[src/rtl/i2c_eeprom_slave.sv]
`timescale 1ns/1ps
module i2c_eeprom_slave #(
  parameter int          AW         = 8,
  parameter logic [3:0]  DEV_PREFIX = 4'b1010
) (
  input  logic       clk,
  input  logic       rst_n,
  input  logic       scl_i,
  input  logic       sda_i,
  input  logic [2:0] strap_i,
  output logic       sda_oe
);
  localparam int DEPTH = 1 << AW;

  typedef enum logic [2:0] {ST_IDLE, ST_RX, ST_RX_ACK, ST_TX, ST_TX_ACK} st_t;
  typedef enum logic [1:0] {PH_ADDR, PH_PTR, PH_DATA} ph_t;

  logic [2:0]    scl_q, sda_q;
  st_t           state;
  ph_t           phase;
  logic [2:0]    bit_cnt;
  logic [7:0]    shreg;
  logic          byte_full, rd_mode, mst_ack;
  logic [AW-1:0] ptr;
  logic [7:0]    mem [DEPTH];

  always_ff @(posedge clk or negedge rst_n)
    if (!rst_n) begin
      scl_q <= 3'b111;
      sda_q <= 3'b111;
    end else begin
      scl_q <= {scl_q[1:0], scl_i};
      sda_q <= {sda_q[1:0], sda_i};
    end

  wire scl_rise  = scl_q[1] & ~scl_q[2];
  wire scl_fall  = ~scl_q[1] & scl_q[2];
  wire start_det = scl_q[1] & scl_q[2] & sda_q[2] & ~sda_q[1];
  wire stop_det  = scl_q[1] & scl_q[2] & ~sda_q[2] & sda_q[1];

  wire [7:0] rx_byte = shreg;
  wire       addr_hit = (rx_byte[7:4] == DEV_PREFIX) && (rx_byte[3:1] == strap_i);
  wire       wr_en = (state == ST_RX) && scl_fall && byte_full && (phase == PH_DATA)
                     && !start_det && !stop_det;
  wire [7:0] rd_byte = mem[ptr];

  always_ff @(posedge clk)
    if (wr_en) mem[ptr] <= rx_byte;

  always_ff @(posedge clk or negedge rst_n) begin
    if (!rst_n) begin
      state     <= ST_IDLE;
      phase     <= PH_ADDR;
      bit_cnt   <= 3'd0;
      shreg     <= 8'd0;
      byte_full <= 1'b0;
      rd_mode   <= 1'b0;
      mst_ack   <= 1'b0;
      ptr       <= '0;
      sda_oe    <= 1'b0;
    end else if (start_det) begin
      state     <= ST_RX;
      phase     <= PH_ADDR;
      bit_cnt   <= 3'd0;
      byte_full <= 1'b0;
      rd_mode   <= 1'b0;
      sda_oe    <= 1'b0;
    end else if (stop_det) begin
      state     <= ST_IDLE;
      bit_cnt   <= 3'd0;
      byte_full <= 1'b0;
      sda_oe    <= 1'b0;
    end else begin
      case (state)
        ST_RX: begin
          if (scl_rise && !byte_full) begin
            shreg   <= {shreg[6:0], sda_q[1]};
            bit_cnt <= bit_cnt + 3'd1;
            if (bit_cnt == 3'd7) byte_full <= 1'b1;
          end else if (scl_fall && byte_full) begin
            byte_full <= 1'b0;
            bit_cnt   <= 3'd0;
            case (phase)
              PH_ADDR: begin
                if (addr_hit) begin
                  rd_mode <= rx_byte[0];
                  sda_oe  <= 1'b1;
                  state   <= ST_RX_ACK;
                end else begin
                  state <= ST_IDLE;
                end
              end
              PH_PTR: begin
                ptr    <= rx_byte[AW-1:0];
                sda_oe <= 1'b1;
                state  <= ST_RX_ACK;
              end
              default: begin
                ptr    <= ptr + 1'b1;
                sda_oe <= 1'b1;
                state  <= ST_RX_ACK;
              end
            endcase
          end
        end
        ST_RX_ACK: begin
          if (scl_fall) begin
            bit_cnt <= 3'd0;
            if (rd_mode) begin
              shreg  <= rd_byte;
              sda_oe <= ~rd_byte[7];
              state  <= ST_TX;
            end else begin
              sda_oe <= 1'b0;
              state  <= ST_RX;
              phase  <= (phase == PH_ADDR) ? PH_PTR : PH_DATA;
            end
          end
        end
        ST_TX: begin
          if (scl_fall) begin
            bit_cnt <= bit_cnt + 3'd1;
            if (bit_cnt == 3'd7) begin
              sda_oe <= 1'b0;
              ptr    <= ptr + 1'b1;
              state  <= ST_TX_ACK;
            end else begin
              sda_oe <= ~shreg[6];
              shreg  <= {shreg[6:0], 1'b0};
            end
          end
        end
        ST_TX_ACK: begin
          if (scl_rise) begin
            mst_ack <= ~sda_q[1];
          end else if (scl_fall) begin
            bit_cnt <= 3'd0;
            if (mst_ack) begin
              shreg  <= rd_byte;
              sda_oe <= ~rd_byte[7];
              state  <= ST_TX;
            end else begin
              state <= ST_IDLE;
            end
          end
        end
        default: ;
      endcase
    end
  end
endmodule

[config.mk]
export PLATFORM = sky130hd
export DESIGN_NAME = i2c_eeprom_slave
export DESIGN_NICKNAME = d
export VERILOG_FILES = /design/src/rtl/i2c_eeprom_slave.sv
export SDC_FILE = /design/constraint.sdc
export NUM_CORES = 2
export LEC_CHECK = 0
export BUFFER_PORTS_ARGS = -buffer_cell sky130_fd_sc_hd__buf_4
export CAP_MARGIN = 20
export CORE_UTILIZATION = 60
export CTS_CLUSTER_DIAMETER = 40
export DETAILED_ROUTE_END_ITERATION = 10
export MAX_ROUTING_LAYER = met4
export PLACE_DENSITY = 0.73
export SLEW_MARGIN = 20
export SYNTH_ARGS = -nofsm -noshare
export SYNTH_HDL_FRONTEND = slang
export SYNTH_SLANG_ARGS = --single-unit
[constraint.sdc]
create_clock -name clk -period 6.1 [get_ports clk]
set_input_delay 1.22 -clock clk [delete_from_list [all_inputs] [get_ports clk]]
set_output_delay 1.22 -clock clk [all_outputs]
set_load 0.005 [all_outputs]
## After elaboration in Yosys (flattened, before gate mapping)

Memory sizes are Yosys's and may differ from the RTL's.
Cells that the tools add are included.

- Bitwise logic cells: 15
- Add/sub/neg operators: 2
- Multiplexer cells: 72
- Reductions and logical operators: 32
- Equality and inequality tests: 35

Operators by type and width:

| cell | count |
|---|---|
| 8-bit 2-to-1 mux | 12 |
| 3-bit 2-to-1 mux | 17 |
| 8-bit one-hot mux with 2 select lines | 2 |
| 8-bit one-hot mux with 4 select lines | 1 |
| 1-bit 2-to-1 mux | 28 |
| 4-bit != test, second input constant | 7 |
| 2-bit != test, second input constant | 12 |
| 3-bit one-hot mux with 4 select lines | 2 |
| 2-bit 2-to-1 mux | 9 |
| 8-bit AND reduction | 2 |
| 2-bit nonzero test | 7 |
| 4-bit AND reduction | 3 |
| 11-bit AND reduction | 1 |
| 9-bit AND reduction | 1 |
| 8-bit by 1-bit adder with 8-bit output, second input constant | 1 |
| 1-bit logical AND | 8 |
| 4-bit by 3-bit != test with 1-bit output, second input constant | 2 |
| 1-bit inverter | 8 |
| 4-bit nonzero test | 2 |
| 1-bit bitwise AND | 7 |
| 3-bit by 2-bit equality test with 1-bit output, second input constant | 2 |
| 3-bit equality test, second input constant | 2 |
| 2-bit by 1-bit != test with 1-bit output, second input constant | 3 |
| 6-bit AND reduction | 1 |
| 14 further kinds | 16 |

- Output and inout bits: 1
- Register bits: 34
- Bits in writable memories: 2048
- Bits of input ports: 7
- Logic and storage cells: 168
- Memories: 1

Memory list:

| memory | words | width | read ports | clocked after Yosys merged registers in | wr ports | RTL line | text |
|---|---|---|---|---|---|---|---|
| mem | 256 | 8 | 1 | 0 | 1 | 25 | `logic [7:0] mem [DEPTH];` |

## Depth between registers and ports, before layout

- Word-level depth: 9
- Mapped depth: 13
- Mapped depth without buffers: 9

## Worst setup path before layout

OpenSTA, ideal clock, no wires.

- Path kind: reg2reg
- Start: reg shreg[5], in the netlist rx_byte[5]
- End: reg state[1]
- Clock period less this slack: 4544 ps
- Arrival: 4472 ps
- Required time: 6028 ps
- Setup slack: 1556 ps
- Buffers on the path: 0
- Library setup time: 72 ps
- Cell stages (with the launch flop): 8
- Path through: dfrtp_1 -> nand2_1 -> nor4_1 -> a311oi_1 -> o32a_1 -> nor2_1 -> a21oi_1 -> nor2_1

- Longest elaborated chain between the ends: 9

Ends and longest elaborated chain:

| item | RTL line | text |
|---|---|---|
| from (decl) | 22 | `logic [7:0] shreg;` |
| from (signal assigned) | 77 | `shreg <= {shreg[6:0], sda_q[1]};` |
| from (signal assigned) | 110 | `shreg <= rd_byte;` |
| from (signal assigned) | 129 | `shreg <= {shreg[6:0], 1'b0};` |
| 4-bit equality test | 42 | `wire addr_hit = (rx_byte[7:4] == DEV_PREFIX) && (rx_byte[3:1] == strap_i);` |
| 1-bit logical AND | 42 |  |
| 2-bit 2-to-1 mux | 85 | `if (addr_hit) begin` |
| 3-bit 2-to-1 mux | 83 | `case (phase)` |
| 3-bit 2-to-1 mux | 80 | `end else if (scl_fall && byte_full) begin` |
| 3-bit 2-to-1 mux | 76 | `if (scl_rise && !byte_full) begin` |
| 3-bit one-hot mux with 4 select lines | 74 | `case (state)` |
| 3-bit 2-to-1 mux | 68 | `end else if (stop_det) begin` |
| 3-bit 2-to-1 mux | 61 | `end else if (start_det) begin` |
| to (signal assigned) | 62 | `state <= ST_RX;` |
| to (signal assigned) | 69 | `state <= ST_IDLE;` |
| to (signal assigned) | 88 | `state <= ST_RX_ACK;` |
| to (decl) | 19 | `st_t state;` |

Every way passes these cells. The select of a mux whose other input is x is not followed.
A chain may end at the register's enable or synchronous reset.

## Worst setup path after layout

- Start: reg ptr[2]
- End: mem mem[102][1], enable pin

RTL lines:

| item | RTL line | text |
|---|---|---|
| from (decl) | 24 | `logic [AW-1:0] ptr;` |
| from (signal assigned) | 94 | `ptr <= rx_byte[AW-1:0];` |
| from (signal assigned) | 99 | `ptr <= ptr + 1'b1;` |
| from (signal assigned) | 125 | `ptr <= ptr + 1'b1;` |
| to (decl) | 25 |  |

Straight into the memory's write port.

==> impl_metrics.py <==
metrics = {
    "synthesis": {
        "syn_area_per_cell_sq_um": 21.82,
        "synthesis.nets": 3709,
        "synth-async-reset-ratio_pct": 1.633,
        "synth_edf_count": 2048,
        "synth_top_cell_area_share_pct": 76.27,
        "synth_cell_types": 59,
        "synth_top_flop_cell": "edfxtp_1",
        "synthTopCellsByCount": "2048 x edfxtp_1, 563 x mux4_2, 284 x nor2_1",
        "ys_ff_latch": 2082,
        "synth.largest_area_cell": "edfxtp_1",
        "syn_inst": 3696,
        "ys_seq_area_share_pct": 77.33,
        "syn_area_sq_mm": 0.08064,
        "yosysMostFrequentCell": "edfxtp_1",
        "ys_top_cells_by_area": "edfxtp_1 76%, mux4_2 16%, nor2_1 1.3%, a22oi_1 1.3%, dfrtp_1 0.87%",
        "ys_warn_count": 0,
    },
    "die": {
        "initial_core_util_pct": 60.42,
        "dieArea_sq_mm": 0.1359,
        "core_sq_mm": 0.1335,
        "ios": 8,
        "rows": 134,
        "die_x_um": 368.6,
        "die_y_um": 368.6,
    },
    "critical_path": {
        "cpMaxStageDelayCell": "dfrtp_4",
        "worst_setup_path_start_kind": "register",
        "ff2ff_setup_slack_ns": 1.50,
        "r2r_start": "ptr[2]$_DFFE_PN0P_",
        "worstSetupPathType": "reg -> reg",
        "critical_path_buf_inv_count": 1,
        "cp.required_ns": 6.57,
        "worst_r2r_endpoint": "mem[102][1]$_DFFE_PP_",
        "worst-path-stages": 4,
        "path_cells": "nor2b_4 > buf_4 > nand2_2 > nor2_1",
        "r2r_cells": 4,
        "cp_top_family": "simple AND/OR/NAND/NOR gates",
        "end_kind": "register",
        "crit_path_start": "ptr[2]$_DFFE_PN0P_",
        "max_stage_delay_ns": 0.98,
        "arrival_ns": 5.07,
        "crit_path_max_fanout": 35,
        "crit_end": "mem[102][1]$_DFFE_PP_",
    },
    "placed_design": {
        "dp_cells": 5328,
        "io_buffers": 7,
        "place.gp.congestion": 0.8809,
        "dp_hpwl_um": 109700,
    },
    "routing": {
        "drc": 0,
        "drt_iter0_drc": 5812,
        "vias": 39320,
        "drt_first_pass_iters": 6,
        "vias_per_cell": 6.850,
        "wl_per_cell_um": 33.28,
        "ant_nets": 0,
        "drt-total-wl_um": 191000,
    },
    "layout": {
        "nets": 3797,
        "drive_above_1_share_pct": 26.78,
        "finalCoreUtilization_pct": 67.53,
        "instances_no_fill": 5740,
        "area_growth_pct": 11.76,
    },
    "clock_network": {
        "clk_pin_slew_ns": 0.06,
        "cts.sinks": 2082,
        "cts-resized-gates": 0,
        "cts_tree": "built",
        "h-tree-depth": 4,
        "clock_latency_ns": 0.84,
        "postCtsHoldBufs": 0,
        "cts_buffers": 222,
        "postCtsSetupBuffers": 0,
        "clk_path_buf_depth": 3,
        "cts_root_buffer": "clkbuf_16",
    },
    "timing": {
        "hold_viol_final": 0,
        "rsz0062_at_grt": "false",
        "whs_ns": 0.3623,
        "relSlewSlack_pct": 16.11,
        "fmax_ghz": 0.2174,
        "tightest_slew_ns": 1.254,
        "setup-violations-final": 0,
        "min_period_over_period_pct": 75.41,
        "finClkSkew_ns": 0.03453,
        "finalSetupTns_ns": 0,
        "drv_slew": 0,
        "period_minus_slack_ns": 4.600,
    },
    "global_route": {
        "top_usage_layer": "met2",
        "grt_overflow_total": 0,
        "grt_max_degree": 167,
        "grt_pass1_wl_um": 277600,
        "grt_util_met1_pct": 42.74,
        "grt_pass1_vias": 38740,
        "met2_usage_pct": 43.40,
        "grt.total_usage_pct": 29.66,
        "gr-usage-met3_pct": 6.033,
        "antenna_found_initial": 4,
    },
    "flow_run": {
        "maxCapViolations": 0,
    },
    "pwr": {
        "leakage_nw": 26.98,
        "powerDensity_mw_per_mm2": 371.6,
        "power.total_mw": 33.49,
        "vdd_drop_max_v": 0.0005235,
    },
    "min_path": {
        "hold_path.class": "in -> async",
    },
    "outcome": {
        "status": "complete, no violations",
    },
}
[logic make-up (layout without fill, tap and decap cells)]
logic type      Yosys count  in the layout  share of synthesized area, %
compound gates          331            331                         2.754
xor+xnor                  3              3                       0.03259
fa+ha+maj                 6              6                       0.09310
buf+inv                 236            510                         1.328
flops                  2082           2082                         77.33
mux                     591            591                         16.08
other cells               0              2                             0
simple gates            447            447                         2.379
[flip-flops by register name, summed over array words and instances (netlist names)]
| name | count |
|---|---|
| scl_q | 3 |
| phase | 2 |
| ptr | 8 |
| sda_q | 3 |
| bit_cnt | 3 |
| sda_oe | 1 |
| rx_byte | 8 |
| rd_mode | 1 |
| byte_full | 1 |
| mst_ack | 1 |
| state | 3 |
| mem | 2048 |
[how the worst min path moves through the flow]
stage                       startpoint                endpoint  slack (ns)  cells after the start
floorplan           scl_q[0]$_DFF_PN1_      scl_q[1]$_DFF_PN1_        0.35                      0
global placement    sda_q[0]$_DFF_PN1_      sda_q[1]$_DFF_PN1_        0.35                      0
detailed placement  sda_q[0]$_DFF_PN1_      sda_q[1]$_DFF_PN1_        0.35                      0
CTS                              rst_n      sda_oe$_DFFE_PN0P_        0.34                      1
global route        sda_q[0]$_DFF_PN1_      sda_q[1]$_DFF_PN1_        0.36                      0
finish                           rst_n  rx_byte[7]$_DFFE_PN0P_        0.36                      1
[cell type report]
cell class	count	area [sq um]
clock buffer	246	5688
tap	1768	2212
antenna	2	5.005
sequential	2082	62400
multi-input combinational	1378	17290
inverter	8	30.03
clock inverter	164	1570
timing repair buffer	92	923.4
fill	8035	43340
[placed cells by master, fill, tap and decap left out, drive strengths merged, types with 4 or more instances in the layout]
cell,count
edfxtp,2048
mux4,563
nor2,284
clkbuf,246
a22oi,141
buf,92
clkinv,89
a21oi,82
nand2,66
inv,47
o21ai,30
dfrtp,28
mux2i,22
clkinvlp,21
nor2b,16
nor4,15
o22ai,15
bufinv,15
nand2b,14
nor3,14
o211ai,11
a31oi,10
nand3,9
mux2,6
ha,6
dfstp,6
nor3b,6
a311oi,5
and2,5
nand3b,4
or2,4
a22o,4
a221oi,4
[worst register-to-register path, cell delays in order, from the launching register on]
cell     delay [ns]
dfrtp_4        0.98
nor2b_4        0.93
buf_4          0.60
nand2_2        0.77
nor2_1         0.95
[metrics by stage]
| step | area (sq um) | setup slack, ns |
|---|---|---|
| after floorplan | 80640 | 1.556 |
| after global placement | 82820 | 1.380 |
| after detailed placement | 82850 | 1.317 |
| after CTS | 90110 | 1.273 |
| after global routing | 90120 | 1.438 |
| final | 90120 | 1.500 |
[metal layers]
| layer | vias to the layer above | routed length (um) |
|---|---|---|
| met5 | - | 0 |
| met4 | 0 | 6560 |
| met3 | 381 | 21070 |
| met2 | 2552 | 89980 |
| met1 | 20590 | 73440 |
| li1 | 15800 | - |
[power by group]
| part | total, mW | internal (mW) | switching [mW] |
|---|---|---|---|
| Clock | 13.2 | 7.47 | 5.74 |
| Combinational | 2.19 | 0.232 | 1.96 |
| Sequential | 18.1 | 17.7 | 0.433 |
| Total | 33.5 | 25.4 | 8.13 |
Power figures use the tool's default switching activity.
